--- src/rtl/fl_pkg.sv ---
package fl_pkg;
    localparam int WORD_W  = 32;
    localparam int NF_BIT  = 31;
    localparam int CTL_LSB = 26;
    localparam int CTL_W   = 4;
    localparam int SB_IDX  = 0;
    localparam int IE_IDX  = 1;
    localparam int BR_IDX  = 2;
    localparam int BM_IDX  = 3;

    typedef struct packed {
        logic [WORD_W-1:0] word;
        logic [CTL_W-1:0]  ctl;
        logic              brst;
    } fl_state_t;
endpackage

--- src/rtl/lc_align.sv ---
module lc_align #(
    parameter int ADDR_W = 26
) (
    input  logic [fl_pkg::WORD_W-1:0] cur_word,
    input  logic [ADDR_W-1:0]         new_addr,
    input  logic                      byte_mode,
    output logic [fl_pkg::WORD_W-1:0] next_word
);
    import fl_pkg::*;
    localparam int HI_W = WORD_W - ADDR_W;

    logic [ADDR_W-1:0] aligned;

    always_comb begin
        aligned = new_addr;
        if (!byte_mode) begin
            aligned[0] = 1'b0;
        end
        next_word = {cur_word[WORD_W-1 -: HI_W], aligned};
        next_word[NF_BIT] = 1'b1;
    end
endmodule

--- src/rtl/ctl_mirror.sv ---
module ctl_mirror (
    input  logic [fl_pkg::WORD_W-1:0] cur_word,
    input  logic [fl_pkg::CTL_W-1:0]  ctl,
    output logic [fl_pkg::WORD_W-1:0] next_word
);
    import fl_pkg::*;

    always_comb begin
        next_word = cur_word;
        next_word[CTL_LSB +: CTL_W] = ctl;
    end
endmodule

--- src/rtl/fetch_locator.sv ---
module fetch_locator #(
    parameter int                ADDR_W  = 26,
    parameter int                DEST_W  = 5,
    parameter logic [DEST_W-1:0] DEST_LC = 5'd1,
    parameter logic [DEST_W-1:0] DEST_IC = 5'd2
) (
    input  logic        clk,
    input  logic        rst_n,
    input  logic        wr_en,
    input  logic [4:0]  wr_dest,
    input  logic [31:0] wr_data,
    input  logic        fetch_done,
    output logic [31:0] lc_word,
    output logic        need_fetch,
    output logic        sb_req,
    output logic        int_en,
    output logic        byte_mode,
    output logic        bus_reset
);
    import fl_pkg::*;

    fl_state_t st_d, st_q;
    logic [WORD_W-1:0] lc_wr_word;
    logic [WORD_W-1:0] ic_wr_word;
    logic [CTL_W-1:0]  ctl_in;
    logic              hit_lc;
    logic              hit_ic;
    logic              unused_hi;

    assign unused_hi = ^wr_data[WORD_W-1:CTL_LSB+CTL_W];
    assign ctl_in    = wr_data[CTL_LSB +: CTL_W];
    assign hit_lc    = wr_en && (wr_dest == DEST_LC);
    assign hit_ic    = wr_en && (wr_dest == DEST_IC);

    lc_align #(.ADDR_W(ADDR_W)) u_align (
        .cur_word (st_q.word),
        .new_addr (wr_data[ADDR_W-1:0]),
        .byte_mode(st_q.ctl[BM_IDX]),
        .next_word(lc_wr_word)
    );

    ctl_mirror u_mirror (
        .cur_word (st_q.word),
        .ctl      (ctl_in),
        .next_word(ic_wr_word)
    );

    always_comb begin
        st_d      = st_q;
        st_d.brst = 1'b0;
        if (fetch_done) begin
            st_d.word[NF_BIT] = 1'b0;
        end
        if (hit_lc) begin
            st_d.word = lc_wr_word;
        end else if (hit_ic) begin
            st_d.word         = ic_wr_word;
            st_d.word[NF_BIT] = fetch_done ? 1'b0 : st_q.word[NF_BIT];
            st_d.ctl          = ctl_in;
            st_d.brst         = ctl_in[BR_IDX];
        end
    end

    always_ff @(posedge clk) begin
        if (!rst_n) begin
            st_q <= '0;
        end else begin
            st_q <= st_d;
        end
    end

    assign lc_word    = st_q.word;
    assign need_fetch = st_q.word[NF_BIT];
    assign sb_req     = st_q.ctl[SB_IDX];
    assign int_en     = st_q.ctl[IE_IDX];
    assign byte_mode  = st_q.ctl[BM_IDX];
    assign bus_reset  = st_q.brst;
endmodule

--- config.mk ---
export PLATFORM = sky130hd
export DESIGN_NAME = fetch_locator
export DESIGN_NICKNAME = d
export VERILOG_FILES = /design/src/rtl/fl_pkg.sv /design/src/rtl/lc_align.sv /design/src/rtl/ctl_mirror.sv /design/src/rtl/fetch_locator.sv
export SDC_FILE = /design/constraint.sdc
export NUM_CORES = 1
export LEC_CHECK = 0
export ABC_AREA = 0
export BUFFER_PORTS_ARGS = -buffer_cell sky130_fd_sc_hd__buf_2
export CAP_MARGIN = 20
export CORE_AREA = 2 2 65 67
export DETAILED_ROUTE_END_ITERATION = 8
export DIE_AREA = 0 0 67 69
export PLACE_DENSITY = 0.7
export SYNTH_ARGS = -nofsm -noshare
export SYNTH_HDL_FRONTEND = slang
export SYNTH_SLANG_ARGS = --single-unit
--- constraint.sdc ---
create_clock -name clk -period 1.8 [get_ports clk]
set_input_delay 0.36 -clock clk [delete_from_list [all_inputs] [get_ports clk]]
set_output_delay 0.36 -clock clk [all_outputs]
set_load 0.02 [all_outputs]
==> impl_metrics.py, run 1 <==
metrics = {
    "route": {
        "dr.pass1.iters": 2,
        "postRouteAntennaNets": 0,
        "wl_per_cell_um": 10.0,
        "drtIter0Drc": 32,
        "routed_wl_um": 2650,
        "vias": 1163,
        "vias_per_cell": 4.39,
        "drc_errors": 0,
    },
    "outcome": {
        "outcome": "finished, final reports clean",
    },
    "synth": {
        "yosysUniqueCellTypes": 14,
        "synth_nets": 185,
        "syn_avg_cell_area_sq_um": 9.34,
        "yosysSeqAreaShare_pct": 47.6,
        "netlist_area_sq_um": 1350,
        "ys_ff_latch": 32,
        "ys_warn_count": 0,
        "synthCells": 144,
    },
    "sta": {
        "period_minus_slack_ns": 1.52,
        "rsz0062_at_grt": "no",
        "tns_ns": 0,
        "hold_viol_final": 0,
        "max_freq_ghz": 0.660,
        "finClkSkew_ns": 0.0000741,
        "fin_crit_sh_pct": 84.2,
        "worst_slack_ns": 0.284,
        "drv_slew": 0,
        "setup_viol_count_final": 0,
    },
    "layout": {
        "final_common_cell": "buf_2",
        "final_cell_mix": "buf_2, nand2_1, dfxtp_1",
        "syn_to_final_growth_pct": 34.9,
        "nFillCells": 407,
        "seqCellArea_sq_um": 641,
        "diodes": 0,
        "final_cells": 265,
        "finalNetCount": 255,
        "drive_gt1_share_pct": 40.5,
        "multi_input_area_sq_um": 596,
    },
    "setup_path": {
        "startpoint": "wr_dest[4]",
        "rr_startpoint": "lc_word[31]",
        "critPathRequiredTime_ns": 2.00,
        "critical_path_class": "in -> reg",
        "endpoint_kind": "register",
        "worstPathArrival_ns": 1.72,
        "start_kind": "primary input",
        "cp_max_fo": 10,
    },
    "die": {
        "dieArea_sq_um": 4620,
        "coreArea_sq_um": 3910,
        "start_util_pct": 34.4,
        "die_w_um": 67,
        "num_rows": 23,
        "die_y_um": 69,
        "pin_count": 78,
    },
    "global_routing": {
        "grt.total_usage_pct": 11.9,
        "first_global_vias": 1034,
        "antenna_found_initial": 0,
        "grt_pass1_wl_um": 4330,
        "grt_start_max_net_pins": 63,
        "grt_overflow": 0,
    },
    "pwr": {
        "ir_worst_vdd_uv": 367,
        "pwr_density_cell_nw_per_um2": 750,
        "power_mw": 1.36,
        "cellLeakagePower_nw": 0.855,
    },
    "job": {
        "maxCapViolations": 0,
    },
    "cts": {
        "numCtsBuffers": 5,
        "cts_tree": "yes",
        "clk_latency_ns": 0.27,
        "post_cts_buffers": 0,
        "cts-resized-gates": 0,
        "ctsHoldBuffers": 0,
        "cts_root_buf": "clkbuf_8",
        "clk_path_buf_depth": 2,
        "clk_pin_slew_ns": 0.06,
        "htreeDepth": 2,
        "clock-sinks": 32,
    },
    "worst_hold_path": {
        "hold_path.class": "in -> reg",
        "hp-start": "wr_data[20]",
    },
    "placement": {
        "port_buffers": 74,
        "gp_congestion": 0.686,
        "dp.cells": 257,
        "dp_slack_ns": -0.0166,
        "hpwl_um": 1950,
    },
}
## per-stage QoR
step / util (%) / hold slack [ns] / instance area, sq um
floorplan: - / 0.502 / 1350
global route: 46.4 / 0.336 / 1810
CTS: 46.4 / 0.321 / 1810
finish: 46.4 / 0.331 / 1810
detailed placement: 44.1 / 0.445 / 1720
global placement: 44.1 / 0.440 / 1720
## kinds of logic after synthesis
| logic type | share of synthesized area, % |
|---|---|
| compound gates | 0.558 |
| buf+inv | 8.56 |
| flops | 47.6 |
| mux | 22.3 |
| other cells | 0.279 |
| simple gates | 20.7 |
## layout make-up
cell class	count	area share [%]
repair buffers	78	23.4
flip-flops and latches	32	35.3
clock buffers	8	4.97
well taps	50	3.45
multi-input cells	97	32.8
## worst paths after layout
kind	endpoint	slack (ns)	cells after the start
worst max register to register	lc_word[31]	1.11	2
worst min register to register	lc_word[15]	0.45	2
worst min-delay path	lc_word[20]	0.33	3
worst max-delay path	lc_word[25]	0.28	5
## sequential cells by signal (all words and copies together) (netlist names)
signal     count
bus_reset      1
lc_word       31
## where the power goes
part	switching, mW	internal (mW)	total, mW
logic	0.0554	0.0532	0.109
clock network	0.225	0.311	0.536
registers	0.00237	0.713	0.716
total	0.282	1.08	1.36
## critical path, cell delays in order
cell     delay (ns)
buf_2          0.09
or4b_4         0.55
nor3b_4        0.25
buf_4          0.26
mux2i_1        0.20
## synth_stat cells
library cell | count | share of area [%]
o21a_1 | 1 | 0.56
dfxtp_1 | 32 | 48
nand3_1 | 1 | 0.37
or4b_4 | 1 | 1.0
nand2_1 | 59 | 16
buf_4 | 5 | 2.8
clkbuf_1 | 7 | 2.0
buf_6 | 1 | 0.84
conb_1 | 1 | 0.28
buf_12 | 2 | 3.0
mux2i_1 | 30 | 22
nor2b_1 | 1 | 0.47
and3_1 | 1 | 0.47
nor3b_2 | 2 | 1.9
## per-layer routing
layer | global-route usage [%] | vias up | share of wire [%]
met5 | 0 | - | 0
met4 | 3.85 | 0 | 0.53
met3 | 5.71 | 2 | 8.4
met2 | 19.0 | 43 | 50
met1 | 13.7 | 521 | 41
li1 | - | 597 | -
Power figures use the tool's default switching activity.
==> run 2, diff against run 1 <==
Clock period 1.8 ns to 1.5 ns, I/O delays scaled along.
==> run 2 against run 1 <==
  * Cell count did not move
  * Sequential power rose by 20%
  * First-iteration DRC count rose by 34%
==> impl_metrics.py, run 2 (same netlist as run 1, synthesis figures left out) <==
metrics = {
    "route": {
        "vias_per_cell": 4.35,
        "routed_wl_um": 2740,
        "vias": 1152,
        "drc_errors": 0,
        "postRouteAntennaNets": 0,
        "dr.pass1.iters": 4,
        "drtIter0Drc": 43,
        "wl_per_cell_um": 10.4,
    },
    "worst_hold_path": {
        "hold_path.class": "in -> reg",
        "whs_path_depth": 3,
        "worstHoldEndpoint": "lc_word[17]",
        "hp-start": "wr_data[17]",
    },
    "setup_path": {
        "reg2reg_slack_ns": 0.79,
        "reg2reg_depth": 2,
        "start_kind": "primary input",
        "critical_path_class": "in -> reg",
        "worstPathArrival_ns": 1.67,
        "cp_max_fo": 27,
        "critPathRequiredTime_ns": 1.70,
        "startpoint": "wr_dest[4]",
        "r2r_end": "lc_word[31]",
        "rr_startpoint": "lc_word[31]",
        "endpoint_kind": "register",
    },
    "outcome": {
        "outcome": "finished, final reports clean",
    },
    "pwr": {
        "power_mw": 1.65,
        "cellLeakagePower_nw": 0.862,
        "ir_worst_vdd_uv": 617,
        "pwr_density_cell_nw_per_um2": 908,
    },
    "die": {
        "die_w_um": 67,
        "pin_count": 78,
        "die_y_um": 69,
        "num_rows": 23,
        "dieArea_sq_um": 4620,
        "coreArea_sq_um": 3910,
        "start_util_pct": 34.4,
    },
    "sta": {
        "fin_crit_sh_pct": 98.4,
        "hold_viol_final": 0,
        "rsz0062_at_grt": "no",
        "drv_slew": 0,
        "period_minus_slack_ns": 1.48,
        "setup_viol_count_final": 0,
        "max_freq_ghz": 0.678,
        "worst_slack_ns": 0.0243,
        "finClkSkew_ns": 0.00149,
    },
    "layout": {
        "diodes": 0,
        "largest_reg_flops": 31,
        "syn_to_final_growth_pct": 35.3,
        "final_cell_mix": "buf_2, nand2_1, dfxtp_1",
        "final_common_cell": "buf_2",
        "post-route-cell-area_sq_um": 1820,
        "drive_gt1_share_pct": 41.9,
        "finalNetCount": 255,
    },
    "global_routing": {
        "antenna_found_initial": 0,
        "grt_overflow": 0,
        "grt_pass1_wl_um": 4400,
        "grt.total_usage_pct": 12.2,
        "first_global_vias": 1003,
        "grt_start_max_net_pins": 63,
    },
    "cts": {
        "cts_root_buf": "clkbuf_8",
        "clock-sinks": 32,
        "post_cts_buffers": 0,
        "htreeDepth": 2,
        "clk_path_buf_depth": 2,
        "ctsHoldBuffers": 0,
        "numCtsBuffers": 5,
        "clk_latency_ns": 0.27,
        "clk_pin_slew_ns": 0.06,
        "cts_tree": "yes",
    },
    "placement": {
        "hpwl_um": 1930,
        "placed_cell_area_sq_um": 1720,
        "dp_slack_ns": -0.242,
        "gp_congestion": 0.650,
        "port_buffers": 74,
    },
    "job": {
        "maxCapViolations": 0,
    },
}
==> run 2: cell types whose count changed in the layout (fill, tap and decap cells not counted) <==
cell      delta
clkbuf_1     -2
clkinv_2     +2
mux2i_2      +1
mux2i_1      -1
==> run 2: area by class of cell <==
class	count	area, sq um
clock buffer	6	82.6
tap	50	62.6
fill	400	2090
timing repair buffer	78	425
sequential	32	641
clock inverter	2	10.0
multi-input combinational	97	599
==> run 2: power breakdown <==
group          internal (mW)  switching [mW]  total [mW]  leakage [nW]
Clock                  0.365           0.297       0.663        0.0510
Combinational         0.0644          0.0672       0.132         0.553
Sequential             0.856         0.00293       0.859         0.258
==> run 2: metrics by stage <==
stage | util (%) | cells | setup TNS (ns) | hold WS [ns]
6_report | 46.5 | 265 | 0 | 0.261
5_1_grt | 46.5 | 265 | 0 | 0.258
4_1_cts | 46.4 | 265 | 0 | 0.249
3_5_place_dp | 44.1 | 257 | -6.71 | 0.449
3_3_place_gp | 44.1 | 257 | -5.90 | 0.440
2_1_floorplan | - | 144 | -1.20 | 0.442
==> run 2: worst max-delay path by stage <==
stage | to | cells past startpoint
after floorplan | lc_word[0] | 5
after global placement | lc_word[3] | 5
after global routing | lc_word[9] | 5
after CTS | lc_word[9] | 5
final | lc_word[9] | 5
after detailed placement | lc_word[19] | 5
==> run 2: per-layer routing <==
metal  routed length, um  GRT usage [%]  vias up
met5                   0              0        -
met4                  40           4.08        0
met2                1290           20.9       41
met3                 204           5.71        6
li1                    -              -      594
met1                1210           12.9      511
==> run 2: worst max-delay path, cell delays in order <==
cell and delay (ns):
buf_2 0.09, or4b_4 0.55, nor3b_4 0.23, buf_12 0.25
mux2i_2 0.23
==> run 2: what timing repair did <==
action,4_1_cts,5_1_grt
resized for setup,0,1
endpoints found under the hold margin,0,0
setup endpoints to repair,0,1
